`config.mk`:
```
export PLATFORM = sky130hd
export DESIGN_NAME = mcast_flush_sweeper
export DESIGN_NICKNAME = d
export VERILOG_FILES = /design/src/rtl/msw_pkg.sv /design/src/rtl/msw_entry_eval.sv /design/src/rtl/msw_walker.sv /design/src/rtl/mcast_flush_sweeper.sv
export SDC_FILE = /design/constraint.sdc
export NUM_CORES = 1
export LEC_CHECK = 0
export ABC_CLOCK_PERIOD_IN_PS = 3300
export BUFFER_PORTS_ARGS = -buffer_cell sky130_fd_sc_hd__buf_2
export CORE_ASPECT_RATIO = 1.25
export CORE_MARGIN = 4
export CORE_UTILIZATION = 40
export DETAILED_ROUTE_END_ITERATION = 8
export GPL_TIMING_DRIVEN = 0
export HOLD_SLACK_MARGIN = 0.03
export PLACE_DENSITY = 0.95
export SYNTH_ARGS = -nofsm -noshare
export SYNTH_HDL_FRONTEND = slang
export SYNTH_SLANG_ARGS = --single-unit
```
`constraint.sdc`:
```
create_clock -name clk -period 3.3 [get_ports clk]
set_input_delay 0.66 -clock clk [delete_from_list [all_inputs] [get_ports clk]]
set_output_delay 0.66 -clock clk [all_outputs]
set_load 0.03 [all_outputs]
```
`src/rtl/msw_pkg.sv`:
```
package msw_pkg;
  localparam int ADDR_LSB  = 0;
  localparam int ADDR_W    = 48;
  localparam int MCAST_BIT = 40;
  localparam int VID_LSB   = 48;
  localparam int VID_W     = 12;
  localparam int TYPE_LSB  = 60;
  localparam int SUPER_BIT = 65;
  localparam int MASK_LSB  = 66;

  typedef enum logic [1:0] {
    KIND_FREE  = 2'd0,
    KIND_ADDR  = 2'd1,
    KIND_VLAN  = 2'd2,
    KIND_VADDR = 2'd3
  } entry_kind_e;

  typedef enum logic [1:0] {
    W_IDLE = 2'd0,
    W_READ = 2'd1,
    W_EVAL = 2'd2
  } walk_state_e;
endpackage

```
`src/rtl/msw_entry_eval.sv`:
```
module msw_entry_eval
  import msw_pkg::*;
#(
  parameter int PORTS = 4,
  localparam int ENTRY_W = MASK_LSB + PORTS
) (
  input  logic [ENTRY_W-1:0] entry_i,
  input  logic [PORTS-1:0]   req_mask_i,
  input  logic [VID_W-1:0]   vid_i,
  input  logic               all_vlan_i,
  output logic               modify_o,
  output logic [ENTRY_W-1:0] entry_o
);
  entry_kind_e      kind;
  logic             kind_ok, vid_ok, mc_ok, bcast, hit;
  logic [PORTS-1:0] old_mask, new_mask;

  always_comb begin
    kind     = entry_kind_e'(entry_i[TYPE_LSB +: 2]);
    kind_ok  = (kind == KIND_ADDR) || (kind == KIND_VADDR);
    vid_ok   = all_vlan_i || (entry_i[VID_LSB +: VID_W] == vid_i);
    mc_ok    = entry_i[MCAST_BIT] && !entry_i[SUPER_BIT];
    bcast    = &entry_i[ADDR_LSB +: ADDR_W];
    old_mask = entry_i[MASK_LSB +: PORTS];
    hit      = |(old_mask & req_mask_i);
    new_mask = old_mask & ~req_mask_i;
    modify_o = kind_ok && vid_ok && mc_ok && !bcast && hit;
    entry_o  = entry_i;
    if (new_mask == '0) entry_o[TYPE_LSB +: 2] = KIND_FREE;
    else                entry_o[MASK_LSB +: PORTS] = new_mask;
  end
endmodule

```
`src/rtl/msw_walker.sv`:
```
module msw_walker
  import msw_pkg::*;
#(
  parameter int DEPTH = 16,
  localparam int IDX_W = (DEPTH > 1) ? $clog2(DEPTH) : 1,
  localparam logic [IDX_W-1:0] LAST = IDX_W'(DEPTH - 1)
) (
  input  logic             clk,
  input  logic             rst_n,
  input  logic             start_i,
  output logic             accept_o,
  output logic             read_o,
  output logic             eval_o,
  output logic             busy_o,
  output logic             done_o,
  output logic [IDX_W-1:0] idx_o
);
  walk_state_e      state;
  logic [IDX_W-1:0] idx;
  logic             done_q;

  always_ff @(posedge clk) begin
    if (!rst_n) begin
      state  <= W_IDLE;
      idx    <= '0;
      done_q <= 1'b0;
    end else begin
      done_q <= 1'b0;
      case (state)
        W_IDLE: if (start_i) begin
          state <= W_READ;
          idx   <= '0;
        end
        W_READ: state <= W_EVAL;
        W_EVAL: begin
          if (idx == LAST) begin
            state  <= W_IDLE;
            done_q <= 1'b1;
          end else begin
            idx   <= idx + 1'b1;
            state <= W_READ;
          end
        end
        default: state <= W_IDLE;
      endcase
    end
  end

  assign accept_o = (state == W_IDLE) && start_i;
  assign read_o   = (state == W_READ);
  assign eval_o   = (state == W_EVAL);
  assign busy_o   = (state != W_IDLE);
  assign done_o   = done_q;
  assign idx_o    = idx;
endmodule

```
`src/rtl/mcast_flush_sweeper.sv`:
```
module mcast_flush_sweeper
  import msw_pkg::*;
#(
  parameter int DEPTH = 16,
  parameter int PORTS = 4,
  localparam int ENTRY_W = MASK_LSB + PORTS,
  localparam int IDX_W = (DEPTH > 1) ? $clog2(DEPTH) : 1
) (
  input  logic               clk,
  input  logic               rst_n,
  input  logic               start_i,
  input  logic [PORTS-1:0]   port_mask_i,
  input  logic [VID_W-1:0]   vid_i,
  input  logic               all_vlan_i,
  output logic               busy_o,
  output logic               done_o,
  output logic [IDX_W-1:0]   mem_addr_o,
  output logic               mem_rd_en_o,
  input  logic [ENTRY_W-1:0] mem_rdata_i,
  output logic               mem_wr_en_o,
  output logic [ENTRY_W-1:0] mem_wdata_o
);
  logic             accept, eval, modify;
  logic [PORTS-1:0] req_mask_q;
  logic [VID_W-1:0] vid_q;
  logic             all_q;

  msw_walker #(.DEPTH(DEPTH)) u_walker (
    .clk      (clk),
    .rst_n    (rst_n),
    .start_i  (start_i),
    .accept_o (accept),
    .read_o   (mem_rd_en_o),
    .eval_o   (eval),
    .busy_o   (busy_o),
    .done_o   (done_o),
    .idx_o    (mem_addr_o)
  );

  always_ff @(posedge clk) begin
    if (!rst_n) begin
      req_mask_q <= '0;
      vid_q      <= '0;
      all_q      <= 1'b0;
    end else if (accept) begin
      req_mask_q <= port_mask_i;
      vid_q      <= vid_i;
      all_q      <= all_vlan_i;
    end
  end

  msw_entry_eval #(.PORTS(PORTS)) u_eval (
    .entry_i    (mem_rdata_i),
    .req_mask_i (req_mask_q),
    .vid_i      (vid_q),
    .all_vlan_i (all_q),
    .modify_o   (modify),
    .entry_o    (mem_wdata_o)
  );

  assign mem_wr_en_o = eval && modify;
endmodule

```
=== Word-level counts from Yosys, hierarchy flattened ===
Index checks and enable logic that the tools add are counted.

* Equality and inequality tests: 8
* Bitwise operators: 3
* Multiplexer cells: 9
* Add/subtract/negate cells: 1
* Reduce and logical (&&, ||, !) cells: 19

{| class="wikitable"
|+ Operator list
! operator !! number
|-
| 48-bit AND reduction || 1
|-
| 12-bit equality test || 1
|-
| 4-bit two-way mux || 3
|-
| 4-bit bitwise AND || 2
|-
| 4-bit one-hot mux with 2 select lines || 1
|-
| 1-bit logical AND || 7
|-
| 2-bit one-hot mux with 3 select lines || 1
|-
| 4-bit by 1-bit adder with 4-bit output, second input constant || 1
|-
| 2-bit by 1-bit equality test with 1-bit output, second input constant || 2
|-
| 2-bit equality test, second input constant || 2
|-
| 4-bit equality test, second input constant || 1
|-
| 4-bit logical NOT || 1
|-
| 2-bit two-way mux || 2
|-
| 2-bit != test, second input constant || 2
|-
| 4-bit inverter || 1
|-
| 2-bit nonzero test || 2
|-
| 4-bit OR reduction || 1
|-
| 3-bit AND reduction || 1
|-
| 1-bit logical NOT || 2
|-
| 2-bit logical NOT || 1
|-
| 1-bit logical OR || 2
|-
| 1-bit two-way mux || 2
|-
| 2-bit AND reduction || 1
|}

* Output and inout port bits: 78
* Word-level logic and storage cells: 46
* Bits of input ports: 90
* Bits in registers: 24

=== Depth between registers and ports, before layout ===
* Word-level depth: 7
* Depth in mapped cells: 6
* Mapped depth without buffers: 5

=== By module ===
From an unflattened synthesis, not the netlist that was laid out.

* Cell total of the unflattened synthesis: 203
* Area, all modules: 1841.8 um2

{| class="wikitable"
|+ By module, submodules not included
! module !! instances !! cells each !! area an instance (um2) !! seq. area each (um2)
|-
| msw_entry_eval || 1 || 112 || 838.3 || 0.0
|-
| mcast_flush_sweeper || 1 || 55 || 658.1 || 340.3
|-
| msw_walker || 1 || 36 || 345.3 || 140.1
|}

=== Least setup slack after synthesis ===
Ideal clock, no wire load.

* Path type: input port to output port
* Start: in mem_rdata_i[66]
* End: out mem_wdata_o[68]
* Arrival time: 1577 ps
* Required time: 2640 ps
* Buffers on the path: 0
* Path slack: 1063 ps
* Stages: 3
* Cells stage by stage: inv_1 -> o221ai_1 -> a21boi_0

* Word-level cells in the longest chain between the ends: 3

{| class="wikitable"
|+ Ends and longest elaborated chain
! element !! RTL line !! RTL
|-
| from (decl) || mcast_flush_sweeper.sv:19 || <nowiki>input logic [ENTRY_W-1:0] mem_rdata_i,</nowiki>
|-
| 4-bit bitwise AND || msw_entry_eval.sv:26 || <nowiki>new_mask = old_mask & ~req_mask_i;</nowiki>
|-
| 4-bit logical NOT || msw_entry_eval.sv:29 || <nowiki>if (new_mask == '0) entry_o[TYPE_LSB +: 2] = KIND_FREE;</nowiki>
|-
| 4-bit two-way mux || msw_entry_eval.sv:29 ||
|-
| to (decl) || mcast_flush_sweeper.sv:21 || <nowiki>output logic [ENTRY_W-1:0] mem_wdata_o</nowiki>
|}

No other way between the ends.

=== Worst setup path after layout ===
* Start: in mem_rdata_i[46]
* End: out mem_wr_en_o

* Word-level cells in the longest chain between the ends: 5

{| class="wikitable"
|+ Ends and longest elaborated chain
! element !! RTL line !! RTL
|-
| 48-bit AND reduction || msw_entry_eval.sv:23 || <nowiki>bcast = &entry_i[ADDR_LSB +: ADDR_W];</nowiki>
|-
| 1-bit logical NOT || msw_entry_eval.sv:27 || <nowiki>modify_o = kind_ok && vid_ok && mc_ok && !bcast && hit;</nowiki>
|-
| 1-bit logical AND (2 in series) || msw_entry_eval.sv:27 ||
|-
| 1-bit logical AND || mcast_flush_sweeper.sv:61 || <nowiki>assign mem_wr_en_o = eval && modify;</nowiki>
|-
| to (decl) || mcast_flush_sweeper.sv:20 || <nowiki>output logic mem_wr_en_o,</nowiki>
|}

No other way between the ends.

==> results summary <==
Buffers added to address setup during post-CTS repair amount to 0. The distinct cell type count after synthesis is 33. The number of clock sinks came out at 24. The total I/O pin count came out at 168. After synthesis, the cell types taking the most area are dfxtp_1 (26%), buf_4 (26%), a21boi_2 (6.2%). TritonCTS built the clock tree. Using the TritonRoute via totals, the vias-per-cell ratio works out to 4.53. The final layout contains 481 nets.

The synthesized cell area is 1830 sq um. The worst hold-check slack is 0.471 ns. The signal arrival time at the worst endpoint came out at 1.74 ns.

The final route contains 2024 vias. The total power draw came out at 0.881 mW. The HPWL after detailed placement came out at 5670 um. The standard cell core area is 4430 sq um. The initial antenna violation count came out at 0. Row generation in the floorplan step produced 27 rows. The worst voltage drop across the vdd grid came out at 0.309 mV.

The number of max-cap violations came out at 0. The number of nets in the synthesized netlist came out at 312. The maximum net fanout on the critical path is 2. The total negative slack came out at 0 ns. The minimum clock period is 2.40 ns. The finished cells cover 2780 sq um. The worst max-slew margin expressed relative to the limit came out at 74.3%. The via count of the first global-routing pass is 2139.

The aggregate global routing overflow is 0. Synthesis inferred 24 register bits. The static leakage came out at 1.46 nW. The initial standard-cell utilization of the core came out at 41.3%.

The number of design-rule violations left by the first detailed-router iteration is 26. STA classifies the critical path startpoint as an input pin. The final-report setup violation count is 0. The worst path required time is 2.64 ns. The number of filler instances in the final layout came out at 403. The die covers 5720 sq um. The tree is rooted in a clkbuf_8. The startpoint-to-endpoint class of the critical path is input pin to primary output. The final weighted congestion in routability-driven placement came out at 0.822.

The post-synthesis area per instance came out at 8.27 sq um. The Yosys step of the flow raised 0 warnings. Global routing used 21.7% of the available tracks across all layers.

In this run the number of H-tree levels came out at 1. The layout cell share with drive strength beyond 1 came out at 66.6%. After detailed placement, the total cell area comes to 2720 sq um.

The maximum clock insertion buffer count came out at 2. The sequential cell area came out at 480 sq um. The die width is 68.4 um.

The final routed DRC violation total is 0. The area occupied by multi-input gates is 802 sq um. The CTS clock-pin slew for the worst setup and hold paths came out at 0.08 ns. The later-pin clock latency in the skew report is 0.26 ns. The floorplan step set the die height to 83.6 um. The placed instance count came out at 443. The antenna diode instance count came out at 0. The final hold violation count is 0. The part of the cycle the worst path needs came out at 72.7%.

The final setup skew is 0.00404 ns. Entering global routing, the biggest net connects 14 pins. The dominant cell type by area after synthesis is dfxtp_1. The first-pass GRT wire length came out at 9500 um. The final layout contains routed wiring with a total length of 6420 um. The synthesized netlist cell count came out at 221.

The slew of the pin with the lowest slew margin is 0.382 ns. The part of the Yosys area used for sequential elements is 26.3%. The count of nets left with antenna violations after detail routing is 0. The count of pins over their slew limit is 0. Setup repair after global routing left no endpoint under its margin.

The type of the tightest min-delay check is flip-flop to flip-flop. The power density relative to cell area came out at 318 nW/um^2. The maximum frequency from static timing analysis came out at 417 MHz. The cts-stage hold buffer count is 0. The count of cells in the finished layout, fillers not included, comes to 447. Counting the buffers created by CTS gives 3. The post-CTS resize count is 0. STA classifies the critical path endpoint as a primary output. Before antenna repair, the detailed router went through 4 iterations. The number of buffers added on ports came out at 164. The synthesis-to-layout area growth came out at 51.9%.

Dividing the detail-routed wire length by the instance count gives 14.4 um. The flow ran to the end, and the final reports show no timing, DRC or antenna violations. The area share of the largest cell type after synthesis is 26.3%.
==> placed cells by master, fill, tap and decap left out, types with 7 or more instances in the layout <==
master,n
a21boi_2,10
buf_2,166
buf_4,64
nand3_1,7
xnor2_1,12
nand4_1,15
a21boi_0,8
nand2_1,27
nand2_2,11
dfxtp_1,24
==> logic make-up (layout without fill, tap and decap cells) <==
logic type	after synthesis	count (layout)	synth area share, %
buffers and inverters	74	242	29.8
XOR/XNOR	14	14	6.71
flip-flops	24	24	26.3
adder cells (fa/ha/maj)	1	1	0.685
AND/OR/NAND/NOR	78	78	22.3
AO/OA/AOI/OAI	30	30	14.2
==> metrics by stage <==
stage                     util [%]  worst slack, ns
after CTS                     62.7            0.874
after global routing          62.7            0.692
final                         62.7            0.901
after detailed placement      61.5            0.876
after global placement        61.5            0.893
after floorplan                  -             1.06
==> Yosys cell counts <==
cell type and instances:
nand3_1 7, dfxtp_1 24, xor2_1 2, nor2b_1 1, nor2_1 3, nor3_1 1
a21boi_1 4, clkbuf_1 2, and2b_2 1, buf_2 2, nand4_1 15, buf_4 64
o211a_1 1, nand2_2 11, nor2_2 1, nand2b_1 1, and3_1 1, ha_1 1
a21o_1 1, a21oi_1 3, or2_0 1, a21boi_2 10, and2_1 4, nand4b_1 1
o221ai_1 1, xnor2_1 12, buf_12 1, inv_1 4, nand2_1 27, nor4_1 3
buf_6 1, a22oi_1 2, a21boi_0 8
==> path summary, 6_finish.rpt <==
| check | cells past startpoint | slack, ns | to | start |
|---|---|---|---|---|
| max reg2reg | 5 | 2.02 | u_walker.idx_o[0] | u_walker.idx_o[0] |
| max | 6 | 0.90 | mem_wr_en_o | mem_rdata_i[46] |
| min reg2reg | 2 | 0.47 | all_q | all_q |
| min | 2 | 0.47 | all_q | all_q |
==> report_power, final <==
group | total, mW | switching, mW | internal [mW]
clock network | 0.194 | 0.0873 | 0.106
logic | 0.370 | 0.209 | 0.161
registers | 0.318 | 0.0127 | 0.305
total | 0.881 | 0.309 | 0.573
==> flip-flops by register name, summed over array words and instances, names as in the netlist <==
register / count
all_q: 1
u_walker.idx_o: 4
u_walker.done_o: 1
vid_q: 12
req_mask_q: 4
u_walker.state: 2
==> critical path: stages <==
cell and delay, ns:
buf_2 0.09, nand4_1 0.10, nor4_1 0.41, nand3_1 0.15, o211a_1 0.14, buf_2 0.17
==> layer usage <==
layer / up-vias / GRT usage (%) / routed length [um]
met5: - / 0 / 0
met4: 0 / 4.52 / 44
met3: 4 / 14.7 / 1200
met2: 97 / 40.7 / 3280
met1: 906 / 17.6 / 1900
li1: 1017 / - / -
==> final cells by class <==
| cell class | count | area share [%] |
|---|---|---|
| plain buffers | 70 | 19.1 |
| flip-flops and latches | 24 | 17.3 |
| inverters | 4 | 0.541 |
| multi-input cells | 123 | 28.9 |
| clock buffers | 4 | 1.98 |
| repair buffers | 164 | 29.6 |
| well taps | 58 | 2.61 |
(Power assumes the default switching activity.)
